==> src/rtl/regfile_datapath.sv <==
module regfile_datapath #(
  parameter int W    = 8,
  parameter int NREG = 8,
  localparam int SW  = $clog2(NREG)
) (
  input  logic          clk,
  input  logic          rst,
  input  logic [SW-1:0] a_sel,
  input  logic [SW-1:0] b_sel,
  input  logic [SW-1:0] dest_sel,
  input  logic          const_sel,
  input  logic [W-1:0]  const_in,
  input  logic [3:0]    g_code,
  input  logic [1:0]    h_code,
  input  logic          mf_sel,
  input  logic          md_sel,
  input  logic          load_en,
  input  logic [W-1:0]  data_in,
  output logic [W-1:0]  addr_out,
  output logic [W-1:0]  data_out,
  output logic          flag_v,
  output logic          flag_c,
  output logic          flag_n,
  output logic          flag_z
);

  logic [W-1:0] regs [NREG];
  logic [W-1:0] bus_a, bus_b;
  logic [W-1:0] opx, opy, lres, alu_y, shf, func, wb;
  logic         cin, is_logic;
  logic [W:0]   sum;

  assign bus_a = regs[a_sel];
  assign bus_b = const_sel ? const_in : regs[b_sel];

  always_comb begin
    opx  = bus_a;
    opy  = '0;
    cin  = 1'b0;
    lres = bus_a;
    is_logic = g_code[3];
    unique case (g_code)
      4'd1: cin = 1'b1;
      4'd2: opy = bus_b;
      4'd3: begin opy = bus_b; cin = 1'b1; end
      4'd4: begin opx = '0; opy = ~bus_b; end
      4'd5: begin opx = '0; opy = ~bus_b; cin = 1'b1; end
      4'd6: begin opy = ~bus_b; cin = 1'b1; end
      4'd7: opy = '1;
      4'd8: lres = bus_a & bus_b;
      4'd9: lres = bus_a | bus_b;
      4'd10: lres = bus_a ^ bus_b;
      4'd11: lres = ~bus_a;
      default: ;
    endcase
  end

  assign sum   = {1'b0, opx} + {1'b0, opy} + {{W{1'b0}}, cin};
  assign alu_y = is_logic ? lres : sum[W-1:0];

  assign flag_c = !is_logic && sum[W];
  assign flag_v = !is_logic && (opx[W-1] == opy[W-1]) && (sum[W-1] != opx[W-1]);
  assign flag_n = alu_y[W-1];
  assign flag_z = (alu_y == '0);

  always_comb begin
    unique case (h_code)
      2'd1:    shf = {1'b0, bus_b[W-1:1]};
      2'd2:    shf = {bus_b[W-2:0], 1'b0};
      default: shf = bus_b;
    endcase
  end

  assign func = mf_sel ? shf : alu_y;
  assign wb   = md_sel ? data_in : func;

  always_ff @(posedge clk) begin
    if (rst) begin
      for (int i = 0; i < NREG; i++) regs[i] <= '0;
    end else if (load_en) begin
      regs[dest_sel] <= wb;
    end
  end

  assign addr_out = bus_a;
  assign data_out = bus_b;

endmodule

==> config.mk <==
export PLATFORM = sky130hd
export DESIGN_NAME = regfile_datapath
export DESIGN_NICKNAME = d
export VERILOG_FILES = /design/src/rtl/regfile_datapath.sv
export SDC_FILE = /design/constraint.sdc
export NUM_CORES = 1
export LEC_CHECK = 0
export ABC_AREA = 1
export BUFFER_PORTS_ARGS = -buffer_cell sky130_fd_sc_hd__buf_2
export CAP_MARGIN = 25
export CORE_MARGIN = 3
export CORE_UTILIZATION = 55
export CTS_CLUSTER_SIZE = 10
export DETAILED_ROUTE_END_ITERATION = 10
export GPL_ROUTABILITY_DRIVEN = 0
export PLACE_DENSITY = 0.71
export REMOVE_ABC_BUFFERS = 1
export SKIP_CTS_REPAIR_TIMING = 1
export SKIP_LAST_GASP = 1
export SYNTH_ARGS = -nofsm -noshare
export SYNTH_HDL_FRONTEND = slang
export SYNTH_SLANG_ARGS = --single-unit
==> constraint.sdc <==
create_clock -name clk -period 3.5 [get_ports clk]
set_input_delay 0.35 -clock clk [delete_from_list [all_inputs] [get_ports clk]]
set_output_delay 0.35 -clock clk [all_outputs]
set_load 0.03 [all_outputs]
Word-level counts from Yosys, hierarchy flattened
Memory sizes are Yosys's and may differ from the RTL's. Cells that the tools add are included.

ROM bits: 0. Memories: 1. Word-level logic and storage cells: 50. Bits in writable memories: 64. Register bits after elaboration: 0. Output and inout bits: 20. Latch bits: 0. Input bits: 37.

Memories: regs (words 8, bits a word 8, read ports 2, clocked after Yosys merged registers in 0, wr ports 8, RTL line 27) `logic [W-1:0] regs [NREG];`.

Magnitude comparators: 0. Shift-type cells: 0. Reductions and logical operators: 10. Div/mod/pow operators: 0. Bitwise logic cells: 5. $add $sub $neg: 2. Mux-type cells: 17. Equality and inequality tests: 15. Multipliers: 0.

Operators by type and width (number): 2-to-1 mux 8 bit (6); one-hot mux 8 bit (4 select lines) (1); one-hot mux 8 bit (3 select lines) (1); == test 4 x 3 -> 1 bit (second input constant) (4); == test 4 bit (second input constant) (4); NOT 8 bit (2); one-hot mux 8 bit (2 select lines) (1); adder 8 x 8 -> 9 bit (1); adder 9 x 1 -> 9 bit (1); bitwise AND 8 bit (1); == test 4 x 2 -> 1 bit (second input constant) (2); zero test 8 bit (1); OR 8 bit (1); OR reduction 8 bit (1); XOR 8 bit (1); 2-to-1 mux 1 bit (7); == test 4 x 1 -> 1 bit (second input constant) (1); OR reduction 2 bit (2); OR reduction 4 bit (1); logical AND 1 bit (3); 2-to-1 mux 3 bit (1); OR reduction 3 bit (1); == test 2 x 1 -> 1 bit (second input constant) (1); == test 2 bit (second input constant) (1); other kinds (3) (3).

Logic depth before layout (Yosys ltp)
An unclocked memory read counts as a cell.

Word-level depth: 10. Gate-level depth with buffers: 21. Depth with buffers taken out: 19.

Worst setup path before layout
OpenSTA, ideal clock, no wires.

Path kind: input to output. Start point: input port b_sel[0]. End point: output port flag_z. Arrival time: 3.590 ns. Buffers on the path: 2. Data required time: 3.150 ns. Slack: -0.440 ns. Stages: 18. Cell sequence: buf_6 buf_2 nand2_1 nand3_1 nand3_1 nand3_1 nand2_1 nand2_1 o211ai_1 fa_1 fa_1 nand3_1 nand2_1 o21ai_0 nand2_1 nor2_1 nand2_1 nor3_1.

Cells in the longest elaborated chain, start to end: 8. Elaborated cells between the ends (all ways): 12. Classes of those cells: add/sub: 2; mux: 4; bitwise: 4; reduce/logical: 1; memory: 1.

Ends and longest elaborated chain: from (decl) (RTL line 9) `input logic [SW-1:0] b_sel,`; memory (8 x 8 bit) *; 2-to-1 mux 8 bit * (RTL line 34) `assign bus_b = const_sel ? const_in : regs[b_sel];`; via data_out[0] (RTL line 20) `output logic [W-1:0] data_out,`; NOT 8 bit (RTL line 46, 47, 48); one-hot mux 8 bit (3 select lines) (RTL line 42) `unique case (g_code)`; adder 8 x 8 -> 9 bit (RTL line 58) `assign sum = {1'b0, opx} + {1'b0, opy} + {{W{1'b0}}, cin};`; adder 9 x 1 -> 9 bit (RTL line 58); 2-to-1 mux 8 bit * (RTL line 59) `assign alu_y = is_logic ? lres : sum[W-1:0];`; zero test 8 bit * (RTL line 64) `assign flag_z = (alu_y == '0);`; to (decl) (RTL line 24) `output logic flag_z`.

Mark *: on every way through the listed nets, which the timed path passes. The rest lies on a longest branch.

==> impl_metrics.env <==
export IMPL_status="finished, final reports clean"
export IMPL_synth_edf_count=64
export IMPL_ys_warn_count=0
export IMPL_power_density_nw_per_um2=352
export IMPL_dp_cells=1010
export IMPL_ys_seq_elements=64
export IMPL_holdPathStages=5
export IMPL_path_cells="inv_2 -> nand2_1 -> nand3_1 -> nand3_1 -> nand3_1 -> nand2_2 -> nand2_1 -> o211ai_1 -> fa_2 -> fa_2 -> nand4_1 -> nand4_1 -> nand3_1 -> nand2_1 -> nor2_1 -> nand2_1 -> nor3_2 -> buf_4"
export IMPL_max_cap_violations=0
export IMPL_swShare_pct=35.7
export IMPL_startpoint_type="flop"
export IMPL_fin_area_um2=6410
export IMPL_grt_use_total_pct=30.5
export IMPL_tritoncts_num_buffers=9
export IMPL_setup_viol=0
export IMPL_dp_hpwl_um=13900
export IMPL_slew_headroom_pct=68.9
export IMPL_clock_sinks=64
export IMPL_r2r_slack_ns=0.45
export IMPL_antenna_found_initial=0
export IMPL_syn_mean_instance_area_um2=6.91
export IMPL_grt_pass1_wl_um=26900
export IMPL_rows=36
export IMPL_die_h_um=107
export IMPL_clkTransAtPathRegs_ns=0.07
export IMPL_grt_setup_unrepaired="yes"
export IMPL_area_growth_pct=14.2
export IMPL_reg2reg_depth=18
export IMPL_finalCritPeriodShare_pct=97.2
export IMPL_p_leak_nw=3.20
export IMPL_diodes=0
export IMPL_path_max_fanout=5
export IMPL_p_comb_share_pct=34.5
export IMPL_synth_top_cell_area_share_pct=34.2
export IMPL_end_kind="output pin"
export IMPL_synth_top_cells_by_area="edfxtp_1, nand2_1, nand3_1"
export IMPL_io_pins=57
export IMPL_ant_nets=0
export IMPL_wl_um=17900
export IMPL_cp_arrival_ns=3.05
export IMPL_die_area_um2=11500
export IMPL_grt_ovfl_total=0
export IMPL_synth_flop_cell="edfxtp_1"
export IMPL_io_buffers=56
export IMPL_wl_per_cell_um=17.3
export IMPL_worst_path_stages=18
export IMPL_fin_total_pwr_mw=2.26
export IMPL_ys_types=32
export IMPL_layout_cells_non_filler=1032
export IMPL_synth_top_cell_by_area="edfxtp_1"
export IMPL_die_x_um=107
export IMPL_dpl_cell_area_um2=6110
export IMPL_synth_area_um2=5620
export IMPL_grt_pass1_vias=5299
export IMPL_whs_ns=0.495
export IMPL_finalHoldViolCount=0
export IMPL_start_util_pct=57.0
export IMPL_fin_ws_ns=0.0975
export IMPL_clock_latency_ns=0.34
export IMPL_fin_setup_tns_ns=0
export IMPL_dr_pass1_iters=6
export IMPL_largest_register="regs"
export IMPL_place_ws_ns=0.0109
export IMPL_largest_register_ffs=64
export IMPL_worstPathRequired_ns=3.15
export IMPL_worstSetupPathType="reg -> out"
export IMPL_drive_gt1_share_pct=19.4
export IMPL_drv_slew=0
export IMPL_worst_pin_slew_ns=0.464
export IMPL_drtIter0Drc=723
export IMPL_htreeDepth=3
export IMPL_pwr_share_seq_pct=39.5
export IMPL_internal_power_mw=1.45
export IMPL_post_route_util_pct=65.0
export IMPL_clkPwrFrac_pct=26.0
export IMPL_crit_buf_inv=2
export IMPL_p_switching_mw=0.806
export IMPL_tritoncts="yes"
export IMPL_n_fill_cell=897
export IMPL_hold_class="in -> reg"
export IMPL_ys_seq_area_share_pct=34.2
export IMPL_period_minus_slack_ns=3.40
export IMPL_crit_slowest_cell="edfxtp_1"
export IMPL_critPathTopFamily="simple AND/OR/NAND/NOR gates"
export IMPL_viasPerCell=5.76
export IMPL_root_buffer="clkbuf_8"
export IMPL_largestRegisters="regs: 64 flops"
export IMPL_grt_start_max_net_pins=22
export IMPL_clock_skew_ns=0.00700
export IMPL_drc=0
export IMPL_netlist_instances=813
export IMPL_fp_coreArea_um2=9860
export IMPL_vdd_drop_max_v=0.000302
export IMPL_num_nets_final=958
export IMPL_clock_path_buffers=2
export IMPL_max_freq_mhz=294
export IMPL_slowest_delay_ns=0.39
export IMPL_async_reset_ff_share_pct=0
export IMPL_via_count=5940
[cells in the final DEF, fill, tap and decap left out, types with 5 or more instances in the layout]
cell type    n
nand2_1    262
nand3_1    119
inv_1      106
edfxtp_1    64
a21oi_1     59
buf_2       54
nor2_1      52
buf_4       41
ha_1        25
nand2_2     21
nand3_2     11
inv_2        9
o211ai_1     9
clkbuf_8     9
nand4_1      7
nor2_4       6
o21ai_1      6
clkinv_1     5
[layer usage]
| layer | track usage [%] | wire length [um] |
|---|---|---|
| met2 | 50.6 | 8280 |
| met4 | 15.6 | 818 |
| met3 | 3.91 | 1490 |
| met5 | 0 | 0 |
| met1 | 39.0 | 7260 |
[path summary, 6_finish.rpt]
path,start,endpoint
min reg2reg,regs[5][4],regs[7][4]
max reg2reg,regs[7][0],regs[5][6]
max,regs[7][0],flag_z
min,data_in[3],regs[5][3]
[synthesized netlist by cell type (3+ instances only)]
cell and n:
nor2_1 52, o21ai_1 6, nor2_2 4, inv_1 111, o211a_1 3, ha_1 25, o211ai_1 9, nand2_2 19
buf_2 4, edfxtp_1 64, a21oi_1 60, buf_6 13, nand2_1 264, nor2_4 6, nand3_1 128, o21ai_0 4
inv_2 4, nand3_4 3, clkbuf_1 6, nand4_1 7, buf_4 6
[final cells by class]
| type | count | area, um^2 | share of cell area, % |
|---|---|---|---|
| tap | 133 | 166 | 2.59 |
| inverter | 119 | 457 | 7.12 |
| clock inverter | 6 | 50.0 | 0.780 |
| clock buffer | 10 | 128 | 1.99 |
| timing repair buffer | 99 | 619 | 9.65 |
| sequential | 64 | 1920 | 30.0 |
| multi-input combinational | 601 | 3070 | 47.9 |
[power groups by stage]
stage,Sequential (mW),Combinational [mW],Clock [mW]
final,0.892,0.778,0.587
after global routing,0.894,0.848,0.618
after CTS,0.892,0.731,0.585
after detailed placement,0.908,0.727,0
after global placement,0.906,0.711,0
after floorplan,0.903,0.458,0
[cells by family after synthesis]
logic type,Yosys count,synth area share (%)
fa+ha+maj,27,6.28
xor+xnor,1,0.156
compound gates,83,8.11
flops,64,34.2
buf+inv,148,12.3
simple gates,490,39.0
[tightest hold or removal path, cell delays in order]
cell,delay [ns]
buf_2,0.07
nand2_1,0.04
inv_1,0.08
nor2_4,0.08
nor2_1,0.08
Note: power is estimated with default switching activity, not from simulation.
